### src/rtl/morton_pkg.sv
package morton_pkg;
    localparam int unsigned LOG2_MAX_DEF = 10;

    typedef enum logic [1:0] {
        TEX_1B  = 2'd0,
        TEX_2B  = 2'd1,
        TEX_4B  = 2'd2,
        TEX_BAD = 2'd3
    } tex_size_e;

    typedef enum logic [1:0] {
        OUT_IDLE  = 2'd0,
        OUT_HIT   = 2'd1,
        OUT_FAULT = 2'd2
    } out_state_e;
endpackage

### src/rtl/morton_bounds.sv
module morton_bounds #(
    parameter int unsigned LOG2_MAX = 10,
    localparam int unsigned COORD_W = LOG2_MAX + 1,
    localparam int unsigned LOG2_W  = $clog2(LOG2_MAX + 1)
) (
    input  logic [COORD_W-1:0] x,
    input  logic [COORD_W-1:0] y,
    input  logic [LOG2_W-1:0]  log2w,
    input  logic [LOG2_W-1:0]  log2h,
    input  logic [1:0]         size_code,
    output logic               fault
);
    import morton_pkg::*;

    logic dim_bad, x_out, y_out, size_bad;

    always_comb begin
        dim_bad  = (32'(log2w) > LOG2_MAX) || (32'(log2h) > LOG2_MAX);
        x_out    = (x >> log2w) != '0;
        y_out    = (y >> log2h) != '0;
        size_bad = (tex_size_e'(size_code) == TEX_BAD);
        fault    = dim_bad | x_out | y_out | size_bad;
    end
endmodule

### src/rtl/morton_interleave.sv
module morton_interleave #(
    parameter int unsigned LOG2_MAX = 10,
    localparam int unsigned COORD_W = LOG2_MAX + 1,
    localparam int unsigned LOG2_W  = $clog2(LOG2_MAX + 1),
    localparam int unsigned IDX_W   = 2 * LOG2_MAX
) (
    input  logic [COORD_W-1:0] x,
    input  logic [COORD_W-1:0] y,
    input  logic [LOG2_W-1:0]  side_log2,
    output logic [IDX_W-1:0]   low_bits
);
    logic [COORD_W-1:0] tile_mask;
    logic [COORD_W-1:0] xm, ym;

    always_comb begin
        tile_mask = (COORD_W'(1) << side_log2) - COORD_W'(1);
        xm = x & tile_mask;
        ym = y & tile_mask;
    end

    for (genvar i = 0; i < LOG2_MAX; i++) begin : g_lane
        assign low_bits[2*i]   = xm[i];
        assign low_bits[2*i+1] = ym[i];
    end
endmodule

### src/rtl/morton_tile_base.sv
module morton_tile_base #(
    parameter int unsigned LOG2_MAX = 10,
    localparam int unsigned COORD_W = LOG2_MAX + 1,
    localparam int unsigned LOG2_W  = $clog2(LOG2_MAX + 1),
    localparam int unsigned IDX_W   = 2 * LOG2_MAX
) (
    input  logic [COORD_W-1:0] x,
    input  logic [COORD_W-1:0] y,
    input  logic [LOG2_W-1:0]  side_log2,
    output logic [IDX_W-1:0]   base
);
    logic [COORD_W-1:0] tile_num;
    logic [LOG2_W:0]    tile_shift;

    always_comb begin
        tile_num   = (x | y) >> side_log2;
        tile_shift = {side_log2, 1'b0};
        base       = IDX_W'(tile_num) << tile_shift;
    end
endmodule

### src/rtl/morton_addr_gen.sv
module morton_addr_gen #(
    parameter int unsigned LOG2_MAX = morton_pkg::LOG2_MAX_DEF,
    localparam int unsigned COORD_W = LOG2_MAX + 1,
    localparam int unsigned LOG2_W  = $clog2(LOG2_MAX + 1),
    localparam int unsigned IDX_W   = 2 * LOG2_MAX,
    localparam int unsigned OFS_W   = IDX_W + 2
) (
    input  logic               clk,
    input  logic               rst,
    input  logic               in_valid,
    input  logic [COORD_W-1:0] in_x,
    input  logic [COORD_W-1:0] in_y,
    input  logic [LOG2_W-1:0]  in_log2w,
    input  logic [LOG2_W-1:0]  in_log2h,
    input  logic [1:0]         in_size,
    output logic               out_valid,
    output logic               out_err,
    output logic [IDX_W-1:0]   out_index,
    output logic [OFS_W-1:0]   out_offset
);
    import morton_pkg::*;

    out_state_e         state_q, state_d;
    logic [LOG2_W-1:0]  side_log2;
    logic               fault;
    logic [IDX_W-1:0]   low_bits, base, idx_c, idx_q;
    logic [OFS_W-1:0]   ofs_c, ofs_q;

    assign side_log2 = (in_log2w < in_log2h) ? in_log2w : in_log2h;

    morton_bounds #(.LOG2_MAX(LOG2_MAX)) bounds_i (
        .x(in_x), .y(in_y), .log2w(in_log2w), .log2h(in_log2h),
        .size_code(in_size), .fault(fault)
    );

    morton_interleave #(.LOG2_MAX(LOG2_MAX)) ilv_i (
        .x(in_x), .y(in_y), .side_log2(side_log2), .low_bits(low_bits)
    );

    morton_tile_base #(.LOG2_MAX(LOG2_MAX)) base_i (
        .x(in_x), .y(in_y), .side_log2(side_log2), .base(base)
    );

    always_comb begin
        idx_c = base | low_bits;
        unique case (tex_size_e'(in_size))
            TEX_1B:  ofs_c = OFS_W'(idx_c);
            TEX_2B:  ofs_c = OFS_W'({idx_c, 1'b0});
            TEX_4B:  ofs_c = {idx_c, 2'b00};
            default: ofs_c = '0;
        endcase
    end

    // next-state selection
    always_comb begin
        if (!in_valid)  state_d = OUT_IDLE;
        else if (fault) state_d = OUT_FAULT;
        else            state_d = OUT_HIT;
    end

    // state register
    always_ff @(posedge clk) begin
        if (rst) state_q <= OUT_IDLE;
        else     state_q <= state_d;
    end

    // data register, cleared unless a result is produced
    always_ff @(posedge clk) begin
        if (rst || state_d != OUT_HIT) begin
            idx_q <= '0;
            ofs_q <= '0;
        end else begin
            idx_q <= idx_c;
            ofs_q <= ofs_c;
        end
    end

    // outputs
    always_comb begin
        out_valid  = 1'b0;
        out_err    = 1'b0;
        out_index  = idx_q;
        out_offset = ofs_q;
        unique case (state_q)
            OUT_IDLE:  ;
            OUT_HIT:   out_valid = 1'b1;
            OUT_FAULT: out_err   = 1'b1;
            default:   ;
        endcase
    end
endmodule

### config.mk
export PLATFORM = sky130hd
export DESIGN_NAME = morton_addr_gen
export DESIGN_NICKNAME = d
export VERILOG_FILES = /design/src/rtl/morton_pkg.sv /design/src/rtl/morton_bounds.sv /design/src/rtl/morton_interleave.sv /design/src/rtl/morton_tile_base.sv /design/src/rtl/morton_addr_gen.sv
export SDC_FILE = /design/constraint.sdc
export NUM_CORES = 1
export LEC_CHECK = 0
export BUFFER_PORTS_ARGS = -buffer_cell sky130_fd_sc_hd__buf_2
export CAP_MARGIN = 20
export CORE_MARGIN = 2
export CORE_UTILIZATION = 49
export DETAILED_ROUTE_END_ITERATION = 6
export PLACE_DENSITY = 0.77
export SLEW_MARGIN = 20
export SYNTH_ARGS = -nofsm -noshare
export SYNTH_HDL_FRONTEND = slang
export SYNTH_SLANG_ARGS = --single-unit
### constraint.sdc
create_clock -name clk -period 4.1 [get_ports clk]
set_input_delay 0.41 -clock clk [delete_from_list [all_inputs] [get_ports clk]]
set_output_delay 0.41 -clock clk [all_outputs]
set_load 0.1 [all_outputs]
# Yosys cells after proc, flatten, opt, wreduce, memory -nomap -nowiden
# Index checks and enable logic that the tools add are counted.
# word_totals
ff_bits,44
inputBits,35
out_inout_bits,44
wordCells,36
# classes
add_sub_neg,1
magnitude_cmp,3
eq_ne,6
shift,5
mux,6
bitwise_logic,7
reduce_logical,5
# ops
cell,n
22-bit one-hot mux with 3 select lines,1
11-bit by 4-bit right shift with 11-bit output,3
11-bit nonzero test,2
10-bit bitwise AND,2
20-bit OR,1
11-bit by 5-bit << shifter with 20-bit output,1
11-bit OR,1
1-bit by 4-bit << shifter with 10-bit output (first input constant),1
10-bit by 2-bit subtractor with 10-bit output (second input constant),1
4-bit greater-than comparator (second input constant),2
2-bit equality test (second input constant),3
2-bit by 1-bit equality test with 1-bit output (second input constant),2
4-bit < comparator,1
2-bit 2-to-1 mux,2
4-bit 2-to-1 mux,1
1-bit OR,3
2-bit logical NOT,1
1-bit logical OR,2
1-bit 2-to-1 mux,2
2-bit by 1-bit inequality test with 1-bit output (second input constant),1

# Longest topological paths before layout
# Gate-level depths: netlist of run 1.
# logic_depth
word_depth,9
mapped_depth,16
depth_no_buf,14

# Cells and area by module
# From an unflattened synthesis of run 1, not the netlist that was laid out.
# unflattened
hier_cells,436
area_unflattened_um2,3254.4
# by_module_without_submodules
mod,n_inst,cells_each,area_each_um2
morton_addr_gen,1,198,1796.7
morton_tile_base,1,137,853.3
morton_interleave,1,58,364.1
morton_bounds,1,43,240.2

# Worst setup path before layout of run 1
# OpenSTA, ideal clock, no wires.
# synth_path
path_type,input to register
start,input port in_log2h[1]
end,"register ofs_q[13], in the netlist out_offset[13]"
setup_ps,71
arrival_ps,4131
slack_ps,-102
stages,16
n_path_buf,3
cell_sequence,clkbuf_1 -> inv_1 -> ha_1 -> and3_1 -> a221oi_4 -> mux2i_1 -> clkbuf_1 -> buf_2 -> nand3_1 -> ha_1 -> mux2i_1 -> o31ai_1 -> a221oi_1 -> or2_2 -> a21o_1 -> a21oi_1
# synth_via
elab_chain_len,9
# synth_lines
element,line,rtl
start: declaration,morton_addr_gen.sv:14,"input logic [LOG2_W-1:0] in_log2h,"
branches (longest 9 deep; another with 10-bit by 2-bit subtractor with 10-bit output),-,
end signal: assignment,morton_addr_gen.sv:74,ofs_q <= ofs_c;
end: declaration,morton_addr_gen.sv:27,"logic [OFS_W-1:0] ofs_c, ofs_q;"
# Parallel ways; which one is timed is not known.
# A chain may end at the register's enable or synchronous reset.

# Worst setup path in the final report of run 1
# layout_path
start,input port in_log2h[2]
end,"register ofs_q[9], in the netlist out_offset[9]"
# The elaborated chain is that of the path after synthesis.

==> impl_summary.txt, run 1 <==
----------------------------------------------------
[Worst setup path]
  Delay of the slowest cell on the worst path ... 0.50 ns
  Critical Path Sink Type ... flop
  Cell chain of the critical path ... buf_2, inv_1, ha_1, a21o_1, a221oi_4, buf_4, mux2i_1, buf_4, mux2i_1, a221oi_1, o21ai_0, o21ai_0, buf_4, mux2_2, o22ai_2
  Crit-path slowest cell ... o21ai_0
  Required @ worst endpoint ... 4.32 ns
  Count of buffer and inverter cells on the critical path ... 5
  Worst path arrival time ... between 4 and 5 ns
  Cell class contributing the biggest share of worst-path delay ... compound AO/OA/AOI/OAI gates
  Critical path startpoint category ... input port
  Critical path class ... input port to flop
  Critical path peak fanout ... 13
  Crit-path most repeated cell ... buf_4

[Routing]
  Met3 WL ... between 1000 and 1500 um
  Initial DRT Pass Iterations ... 7
  Routed length on met2 ... 5769 um
  Wire length after detailed routing ... 12500 um
  Antenna viol nets, final ... 0
  Via count ... ~4000
  DRC Markers ... 15
  Routed via count divided by cell count ... 6.542
  Highest layer used for signal routing ... met4
  Routed metal-1 wirelength ... 4762 um
  Average wire length per cell after detail routing ... between 20 and 25 um
  Number of DRC markers after the initial detailed-route iteration ... 328

[Clock tree]
  Clock-pin slew on the worst setup and hold paths ... 0.08 ns
  Maximum clock insertion buffer count ... 2
  Clock buffers created by TritonCTS ... 5
  Count of cells resized by post-cts repair ... 0
  Cell chosen for the clock root ... clkbuf_8
  Sinks on Clock Net ... 44
  Setup bufs post-CTS ... 0
  CTS tree ... built
  Post-CTS Hold Fix Bufs ... 0
  Number of H-tree branching levels ... 2

[Timing]
  Final number of setup-violating endpoints ... 0
  Max Freq ... roughly 260 MHz
  Final Worst Setup Slack ... 0.3091 ns
  Setup repair after global routing missed its margin ... no
  Hold Vio Cnt, Final ... 0
  Crit path time final ... about 3.8 ns
  Transition at the pin with the smallest max-transition slack ... 0.7196 ns
  Relative slew margins ... 0.5185
  Total negative slack ... 0 ns
  Max Slew Vio Count ... 0
  Part of the cycle the worst path needs ... 0.9246
  Worst hold slack across all endpoints ... 0.2871 ns

[Layout]
  Ratio of cells with drive above 1 in the final layout ... 0.2781
  Final nets ... 564
  Commonest cells after routing, fill and taps aside ... buf_2 (78), nor2_1 (53), dfxtp_1 (44)
  Most frequent standard cell in the layout excluding fill and tap cells ... buf_2
  P&R area growth vs syn ... 21.24%
  Post-Layout Cell Count ... 605
  Layout fillers ... 633
  Utilization of the core after routing ... 0.6071
  Antenna diodes ... 0

[Synthesis]
  Cells after synthesis ... 440
  Count of flip-flops with a built-in enable after synthesis ... 0
  Net count after synthesis ... 480
  Register area share after synthesis ... 0.2633
  Area contributors post-synth ... dfxtp_1 (26%), a21oi_1 (6.4%), nor2_1 (5.9%)
  Largest area contributor in the netlist ... dfxtp_1
  Fraction of registers with async set or reset after synthesis ... 0
  Count of different cell masters after synthesis ... 64
  Main synth FF type ... dfxtp_1
  Share of Yosys cell area claimed by the top area cell type ... 0.2633
  Total number of yosys warnings ... 0
  Syn_area_per_cell ... approximately 7.6 um^2
  Synthesis-stage register bit count ... 44
  Summed instance area of the synthesized netlist ... 0.003346 mm^2

[Floorplanning]
  Chip Height ... roughly 87 um
  Initial Util ... 0.5007
  Die span in x ... 86.63 um
  Core area ... 0.006681 mm^2
  Num rows ... 30
  IO Count ... 79
  Total die area ... 0.007505 mm^2

[Pwr]
  Worst VDD drop ... 0.1209 mV
  Static Leak ... 1.799 nW
  Power per standard cell area ... 319.3 mW/mm^2

[Global routing]
  Number of antenna violations at the first check in global routing ... 0
  Vias in the first global route ... approximately 3800
  Wire length of the first global-routing pass ... 19770 um
  Pin count of the biggest net entering global routing ... 34
  GR Overflow Total ... 0
  All-layer global routing usage ... 0.3376

[Place]
  Routability-driven placement congestion ratio ... 1.014
  Count of buffers inserted at the top-level ports ... 78
  Worst slack after detailed placement ... around 0.085 ns
  Placed Instances ... 597
  Total half-perimeter wirelength after legalization and detailed placement ... 9778 um

[Run status]
  Run status ... finished, violations left
  Failing checks ... design-rule violations

[Hold path]
  Path type of the worst min-delay path ... input port to flop

[Run]
  Max-cap violation count ... 0

----------------------------------------------------
==> metal layers <==
layer / vias up / GRT usage
met5: - / 0
li1: 1806 / -
met1: 1819 / 0.4015
met4: 0 / 0.2344
met3: 65 / 0.06190
met2: 268 / 0.5483
==> sequential cells by signal (all words and copies together) (netlist names) <==
| name | flops |
|---|---|
| out_offset | 22 |
| state_q | 2 |
| out_index | 20 |
==> final timing paths <==
path                  cells past startpoint             to  slack [ns]        start
worst max-delay path                     15  out_offset[9]        0.31  in_log2h[2]
worst min-delay path                      2     state_q[1]        0.29          rst
==> synth_stat cells (2+ instances only) <==
master,number
mux4_2,5
a22oi_1,2
o22ai_1,2
nor2_1,53
mux2_2,4
dfxtp_1,44
xnor2_1,2
o221ai_1,4
o21a_1,4
nor3_1,10
ha_1,5
or2_2,13
nand3_1,16
o211ai_1,5
o31ai_1,6
and3_1,3
a21oi_1,43
a2111oi_0,3
o21ai_0,23
a21o_1,4
o2111ai_1,3
clkbuf_1,23
and2_1,12
a222oi_1,2
o311a_1,2
a31oi_1,8
inv_1,15
a221o_1,2
o211a_1,2
a221oi_1,7
or3_1,8
a311oi_1,2
a211oi_1,13
mux2i_1,14
nand2_1,29
nand2b_1,9
nor2b_1,6
nor4_1,2
buf_2,5
==> final cells by class <==
| cell class | instances | area, um^2 | share of cell area |
|---|---|---|---|
| flip-flops and latches | 44 | 880.8 | 0.2171 |
| clock inverters | 3 | 47.55 | 0.01172 |
| well taps | 80 | 100.1 | 0.02468 |
| clock buffers | 5 | 68.82 | 0.01696 |
| multi-input cells | 350 | 2287 | 0.5638 |
| inverters | 15 | 56.30 | 0.01388 |
| repair buffers | 108 | 615.6 | 0.1518 |
==> report_power, final <==
| part | leakage (nW) | switching [W] | internal [W] |
|---|---|---|---|
| clock network | 0.0583 | 0.000146 | 0.000183 |
| registers | 0.355 | 0.000000486 | 0.000429 |
| logic | 1.39 | 0.000334 | 0.000202 |
| total | 1.80 | 0.000481 | 0.000814 |
==> kinds of logic (layout without fill, tap and decap cells) <==
family | count (synthesis) | in the layout | synth area share
buffers and inverters | 46 | 131 | 0.05684
AOI/OAI and AO/OA | 154 | 154 | 0.3261
adders and majority gates | 5 | 5 | 0.01870
DFF | 44 | 44 | 0.2633
xor gates and xnor gates | 2 | 2 | 0.005237
muxes | 23 | 23 | 0.08900
and+or+nand+nor | 166 | 166 | 0.2408
==> metrics by stage <==
stage               power (W)  instance area (um^2)
floorplan           0.0007821                  3359
global placement    0.0009612                  3940
detailed placement  0.0009575                  3940
CTS                  0.001281                  4056
global route         0.001347                  4056
finish               0.001295                  4056
Note: power is estimated with default switching activity, not from simulation.
==> inputs of run 2 (changes only) <==
CORE_UTILIZATION = 59   (was 49)
PLACE_DENSITY = 0.87   (was 0.77)
clock period = 4.9 ns   (was 4.1 ns; I/O delays follow)
==> impl_summary.txt, run 2 (synthesized netlist as in run 1, its figures left out) <==
----------------------------------------------------
[Run status]
  Run status ... completed

[Layout]
  Post-Layout Cell Count ... 577 (-4.6%)
  Max FFs per register ... 22 (unchanged)
  P&R area growth vs syn ... 16.23%
  Commonest cells after routing, fill and taps aside ... buf_2 (78), nor2_1 (53), dfxtp_1 (44)
  Summed area of non-filler cells in the final layout ... 0.003889 mm^2 (-4.1%)
  Layout fillers ... 464 (-27%)
  Antenna diodes ... 0 (unchanged)
  Final nets ... 544 (-3.5%)
  Ratio of cells with drive above 1 in the final layout ... 0.2475 (-0.03057)
  Most frequent standard cell in the layout excluding fill and tap cells ... buf_2

[Floorplanning]
  Core area ... 0.005507 mm^2 (-18%)
  IO Count ... 79 (unchanged)
  Initial Util ... 0.6076 (+0.1068)
  Total die area ... 0.006289 mm^2 (-16%)
  Die span in x ... 79.31 um (-8.5%)
  Chip Height ... 79.31 um (-8.5%)
  Num rows ... 27 (-10%)

[Routing]
  Via count ... 4029 (+1.8%)
  DRC Markers ... 0 (-15)
  Initial DRT Pass Iterations ... 5 (-2)
  Number of DRC markers after the initial detailed-route iteration ... 551 (+68%)
  Wire length after detailed routing ... 12290 um (-1.7%)
  Routed via count divided by cell count ... 6.983 (+6.7%)
  Average wire length per cell after detail routing ... 21.30 um (+3.1%)
  Antenna viol nets, final ... 0 (unchanged)

[Pwr]
  Total chip power ... 0.001070 W (-17%)
  P_int ... 0.0006691 W (-18%)
  Portion of total power attributed to combinational logic ... 0.390 (-0.024)
  Switching Fraction ... 0.3749 (+0.003466)
  Static Leak ... 1.706 nW (-5.1%)
  Power dissipated by switching net loads ... 0.0004013 W (-17%)
  Power per standard cell area ... 275.3 mW/mm^2 (-14%)
  Sequential fraction of design power ... 0.335 (+0.004)
  Worst VDD drop ... 0.2100 mV (+74%)
  Clock network fraction of design power ... 0.275 (+0.021)

[Clock tree]
  CTS tree ... built
  Clock buffers created by TritonCTS ... 5 (unchanged)
  Setup bufs post-CTS ... 0 (unchanged)
  Post-CTS Hold Fix Bufs ... 0 (unchanged)
  Sinks on Clock Net ... 44 (unchanged)
  Clock-pin slew on the worst setup and hold paths ... 0.09 ns (about the same)
  Maximum clock insertion buffer count ... 2 (unchanged)
  Count of cells resized by post-cts repair ... 0 (unchanged)
  Number of H-tree branching levels ... 2 (unchanged)
  Cell chosen for the clock root ... clkbuf_8

[Place]
  Routability-driven placement congestion ratio ... 1.079 (+6.4%)
  Placed Instances ... 569 (-4.7%)
  Total half-perimeter wirelength after legalization and detailed placement ... 9119 um (-6.7%)
  Placed cell area ... 0.003767 mm^2 (-4.4%)
  Count of buffers inserted at the top-level ports ... 78 (unchanged)
  Worst slack after detailed placement ... 0.5812 ns (+0.4960 ns)

[Timing]
  Transition at the pin with the smallest max-transition slack ... 0.8260 ns (+0.1064 ns)
  Relative slew margins ... 0.4435 (-0.07495)
  Total negative slack ... 0 ns (unchanged)
  Max Freq ... 242.8 MHz
  Final number of setup-violating endpoints ... 0 (unchanged)
  Max Slew Vio Count ... 0 (unchanged)
  Setup repair after global routing missed its margin ... no
  Hold Vio Cnt, Final ... 0 (unchanged)
  Crit path time final ... between 4 and 5 ns
  Part of the cycle the worst path needs ... 0.8405
  Final Worst Setup Slack ... 0.7816 ns (+0.4725 ns)

[Worst setup path]
  Worst path arrival time ... 4.32 ns (+0.31 ns)
  Critical path peak fanout ... 11 (-2)
  Critical path class ... input port to flop
  Critical Path Sink Type ... flop
  Required @ worst endpoint ... 5.10 ns (+0.78 ns)
  Critical path startpoint category ... input port

[Run]
  Max-cap violation count ... 0 (unchanged)

[Global routing]
  Pin count of the biggest net entering global routing ... 34 (unchanged)
  All-layer global routing usage ... 0.3947 (+0.05715)
  GR Overflow Total ... 0 (unchanged)
  Wire length of the first global-routing pass ... 19130 um (-3.2%)
  Vias in the first global route ... 3576 (-6.7%)
  Number of antenna violations at the first check in global routing ... 0 (unchanged)

[Hold path]
  Path type of the worst min-delay path ... input port to flop

----------------------------------------------------
## run 2: worst paths after layout
kind	start	to	slack, ns	depth (start not counted)
setup / recovery	in_log2h[1]	out_offset[12]	0.78	17
hold / removal	rst	state_q[1]	0.36	2
## run 2: per-layer routing
layer	track usage	vias to the layer above	routed length, um
met4	0.2276	0	858
li1	-	1772	-
met3	0.05909	90	1438
met1	0.5077	1810	4555
met2	0.6280	357	5437
met5	0	-	0
## run 2: through the flow
stage                     utilization  hold slack (ns)
after detailed placement       0.6842           0.6676
after floorplan                     -           0.5661
after CTS                      0.7062           0.3582
after global placement         0.6842           0.6630
final                          0.7062           0.3557
after global routing           0.7062           0.3630
## run 2: layout make-up
cell class | instances | area (um^2) | area share
multi-input combinational | 350 | 2275 | 0.5849
sequential | 44 | 880.8 | 0.2265
timing repair buffer | 88 | 465.4 | 0.1197
tap | 72 | 90.09 | 0.02317
clock buffer | 6 | 82.58 | 0.02124
inverter | 15 | 56.30 | 0.01448
clock inverter | 2 | 38.79 | 0.009974
## run 2: worst max-delay path: stages
cell	delay [ns]
buf_2	0.17
inv_1	0.12
ha_1	0.30
and3_1	0.21
a221oi_4	0.54
buf_4	0.26
mux2i_1	0.08
buf_4	0.17
nor3_1	0.29
inv_1	0.16
ha_1	0.26
mux2i_1	0.13
o31ai_1	0.29
a221oi_1	0.14
o31ai_1	0.20
a21oi_1	0.16
a221oi_1	0.33
## run 2: power by group through the flow
| stage | Combinational [W] | Sequential, W | Clock, W |
|---|---|---|---|
| after CTS | 0.000398 | 0.000359 | 0.000291 |
| after global routing | 0.000441 | 0.000359 | 0.000309 |
| after global placement | 0.000391 | 0.000368 | 0 |
| after detailed placement | 0.000394 | 0.000368 | 0 |
| after floorplan | 0.000277 | 0.000375 | 0 |
| final | 0.000417 | 0.000359 | 0.000294 |
==> inputs of run 3 (changes only) <==
CORE_UTILIZATION = 55   (was 59)
PLACE_DENSITY = 0.81   (was 0.87)
clock period = 4.2 ns   (was 4.9 ns; I/O delays follow)
==> impl_summary.txt, run 3 (synthesized netlist as in run 1, its figures left out) <==
----------------------------------------------------
[Clock tree]
  Clock buffers created by TritonCTS ... 5 (unchanged)
  CTS tree ... built
  Number of H-tree branching levels ... 2 (unchanged)
  Maximum clock insertion buffer count ... 2 (unchanged)
  Setup bufs post-CTS ... 0 (unchanged)
  Cell chosen for the clock root ... clkbuf_8
  Clock-pin slew on the worst setup and hold paths ... 0.08 ns (about the same)
  Sinks on Clock Net ... 44 (unchanged)
  Count of cells resized by post-cts repair ... 0 (unchanged)
  Post-CTS Hold Fix Bufs ... 0 (unchanged)

[Timing]
  Worst hold slack across all endpoints ... 0.2872 ns (-0.06852 ns)
  Hold Vio Cnt, Final ... 0 (unchanged)
  Setup repair after global routing missed its margin ... no
  Total negative slack ... 0 ns (unchanged)
  Relative slew margins ... 0.4995 (+0.05598)
  Transition at the pin with the smallest max-transition slack ... 0.7480 ns (-0.07801 ns)
  Max Freq ... 255.1 MHz
  Final number of setup-violating endpoints ... 0 (unchanged)
  Crit path time final ... 3.920 ns
  Max Slew Vio Count ... 0 (unchanged)
  Part of the cycle the worst path needs ... 0.9333

[Run]
  Max-cap violation count ... 0 (unchanged)

[Worst setup path]
  Critical path peak fanout ... 22 (+11)
  Critical path startpoint category ... input port
  Worst path arrival time ... 4.12 ns (-0.20 ns)
  Required @ worst endpoint ... 4.40 ns (-0.70 ns)
  Critical Path Sink Type ... flop
  Critical path class ... input port to flop

[Run status]
  Run status ... completed

[Routing]
  Initial DRT Pass Iterations ... 6 (+1)
  Number of DRC markers after the initial detailed-route iteration ... 350 (-36%)
  Via count ... 4040 (+0.27%)
  Antenna viol nets, final ... 0 (unchanged)
  Average wire length per cell after detail routing ... 21.20 um (-0.46%)
  DRC Markers ... 0 (unchanged)
  Wire length after detailed routing ... 12530 um (+2.0%)
  Routed via count divided by cell count ... 6.836 (-2.1%)

[Floorplanning]
  Total die area ... 0.006723 mm^2 (+6.9%)
  IO Count ... 79 (unchanged)
  Core area ... 0.005886 mm^2 (+6.9%)
  Initial Util ... 0.5685 (-0.03914)
  Chip Height ... 82.00 um (+3.4%)
  Die span in x ... 82.00 um (+3.4%)
  Num rows ... 28 (+3.7%)

[Layout]
  Commonest cells after routing, fill and taps aside ... buf_2 (78), nor2_1 (53), dfxtp_1 (44)
  P&R area growth vs syn ... 19.75%
  Layout fillers ... 530 (+14%)
  Most frequent standard cell in the layout excluding fill and tap cells ... buf_2
  Max FFs per register ... 22 (unchanged)
  Final nets ... 556 (+2.2%)
  Ratio of cells with drive above 1 in the final layout ... 0.2655 (+0.01798)
  Summed area of non-filler cells in the final layout ... 0.004006 mm^2 (+3.0%)
  Antenna diodes ... 0 (unchanged)

[Global routing]
  Pin count of the biggest net entering global routing ... 27 (-21%)
  Wire length of the first global-routing pass ... 19530 um (+2.1%)
  GR Overflow Total ... 0 (unchanged)
  Number of antenna violations at the first check in global routing ... 0 (unchanged)
  All-layer global routing usage ... 0.3838 (-0.01090)
  Vias in the first global route ... 3699 (+3.4%)

[Place]
  Routability-driven placement congestion ratio ... 1.022 (-5.2%)
  Placed cell area ... 0.003877 mm^2 (+2.9%)
  Total half-perimeter wirelength after legalization and detailed placement ... 9544 um (+4.7%)
  Count of buffers inserted at the top-level ports ... 78 (unchanged)

[Hold path]
  Path type of the worst min-delay path ... input port to flop

[Pwr]
  Power per standard cell area ... 326.9 mW/mm^2 (+19%)
  Worst VDD drop ... 0.2880 mV (+37%)
  Static Leak ... 1.769 nW (+3.7%)

----------------------------------------------------
==> run 3: final timing paths <==
kind                         from        endpoint  slack, ns  cells after the start
worst max-delay path  in_log2h[1]  out_offset[16]       0.28                     14
worst min-delay path          rst      state_q[1]       0.29                      2
==> run 3: per-stage QoR <==
stage               cells  setup WS, ns  utilization  total power (W)
floorplan             440       0.04122            -        0.0007613
global placement      584        0.2441       0.6588        0.0009202
detailed placement    584       0.09203       0.6588        0.0009224
CTS                   591        0.3734       0.6807         0.001290
global route          591       0.07889       0.6807         0.001355
finish                591        0.2800       0.6807         0.001310
==> run 3: final cells by class <==
cell class | count | area, um^2 | area share
clock buffer | 5 | 68.82 | 0.01718
clock inverter | 2 | 60.06 | 0.01499
inverter | 15 | 56.30 | 0.01405
multi-input combinational | 350 | 2278 | 0.5687
sequential | 44 | 880.8 | 0.2199
tap | 75 | 93.84 | 0.02342
timing repair buffer | 100 | 568.0 | 0.1418
==> run 3: routing by layer <==
metal	GRT usage	part of all wire	up-vias	routed length, um
li1	-	-	1793	-
met1	0.4561	0.35	1821	4387
met2	0.6602	0.47	347	5842
met3	0.07473	0.13	79	1658
met4	0.1817	0.051	0	640
met5	0	0	-	0
==> run 3: power breakdown <==
part	internal (W)	total [W]	switching (W)
Combinational	0.000190	0.000518	0.000327
Clock	0.000234	0.000373	0.000139
Sequential	0.000418	0.000419	0.000000486
==> run 3: worst max-delay path, cell delays in order <==
cell and delay, ns:
buf_2 0.19, inv_1 0.14, ha_1 0.30, and3_1 0.21
a221oi_4 0.36, buf_4 0.29, mux2i_1 0.35, buf_12 0.22
mux2i_1 0.42, a221oi_1 0.16, o21ai_0 0.39, a22o_1 0.28
a21oi_1 0.09, a311oi_1 0.30
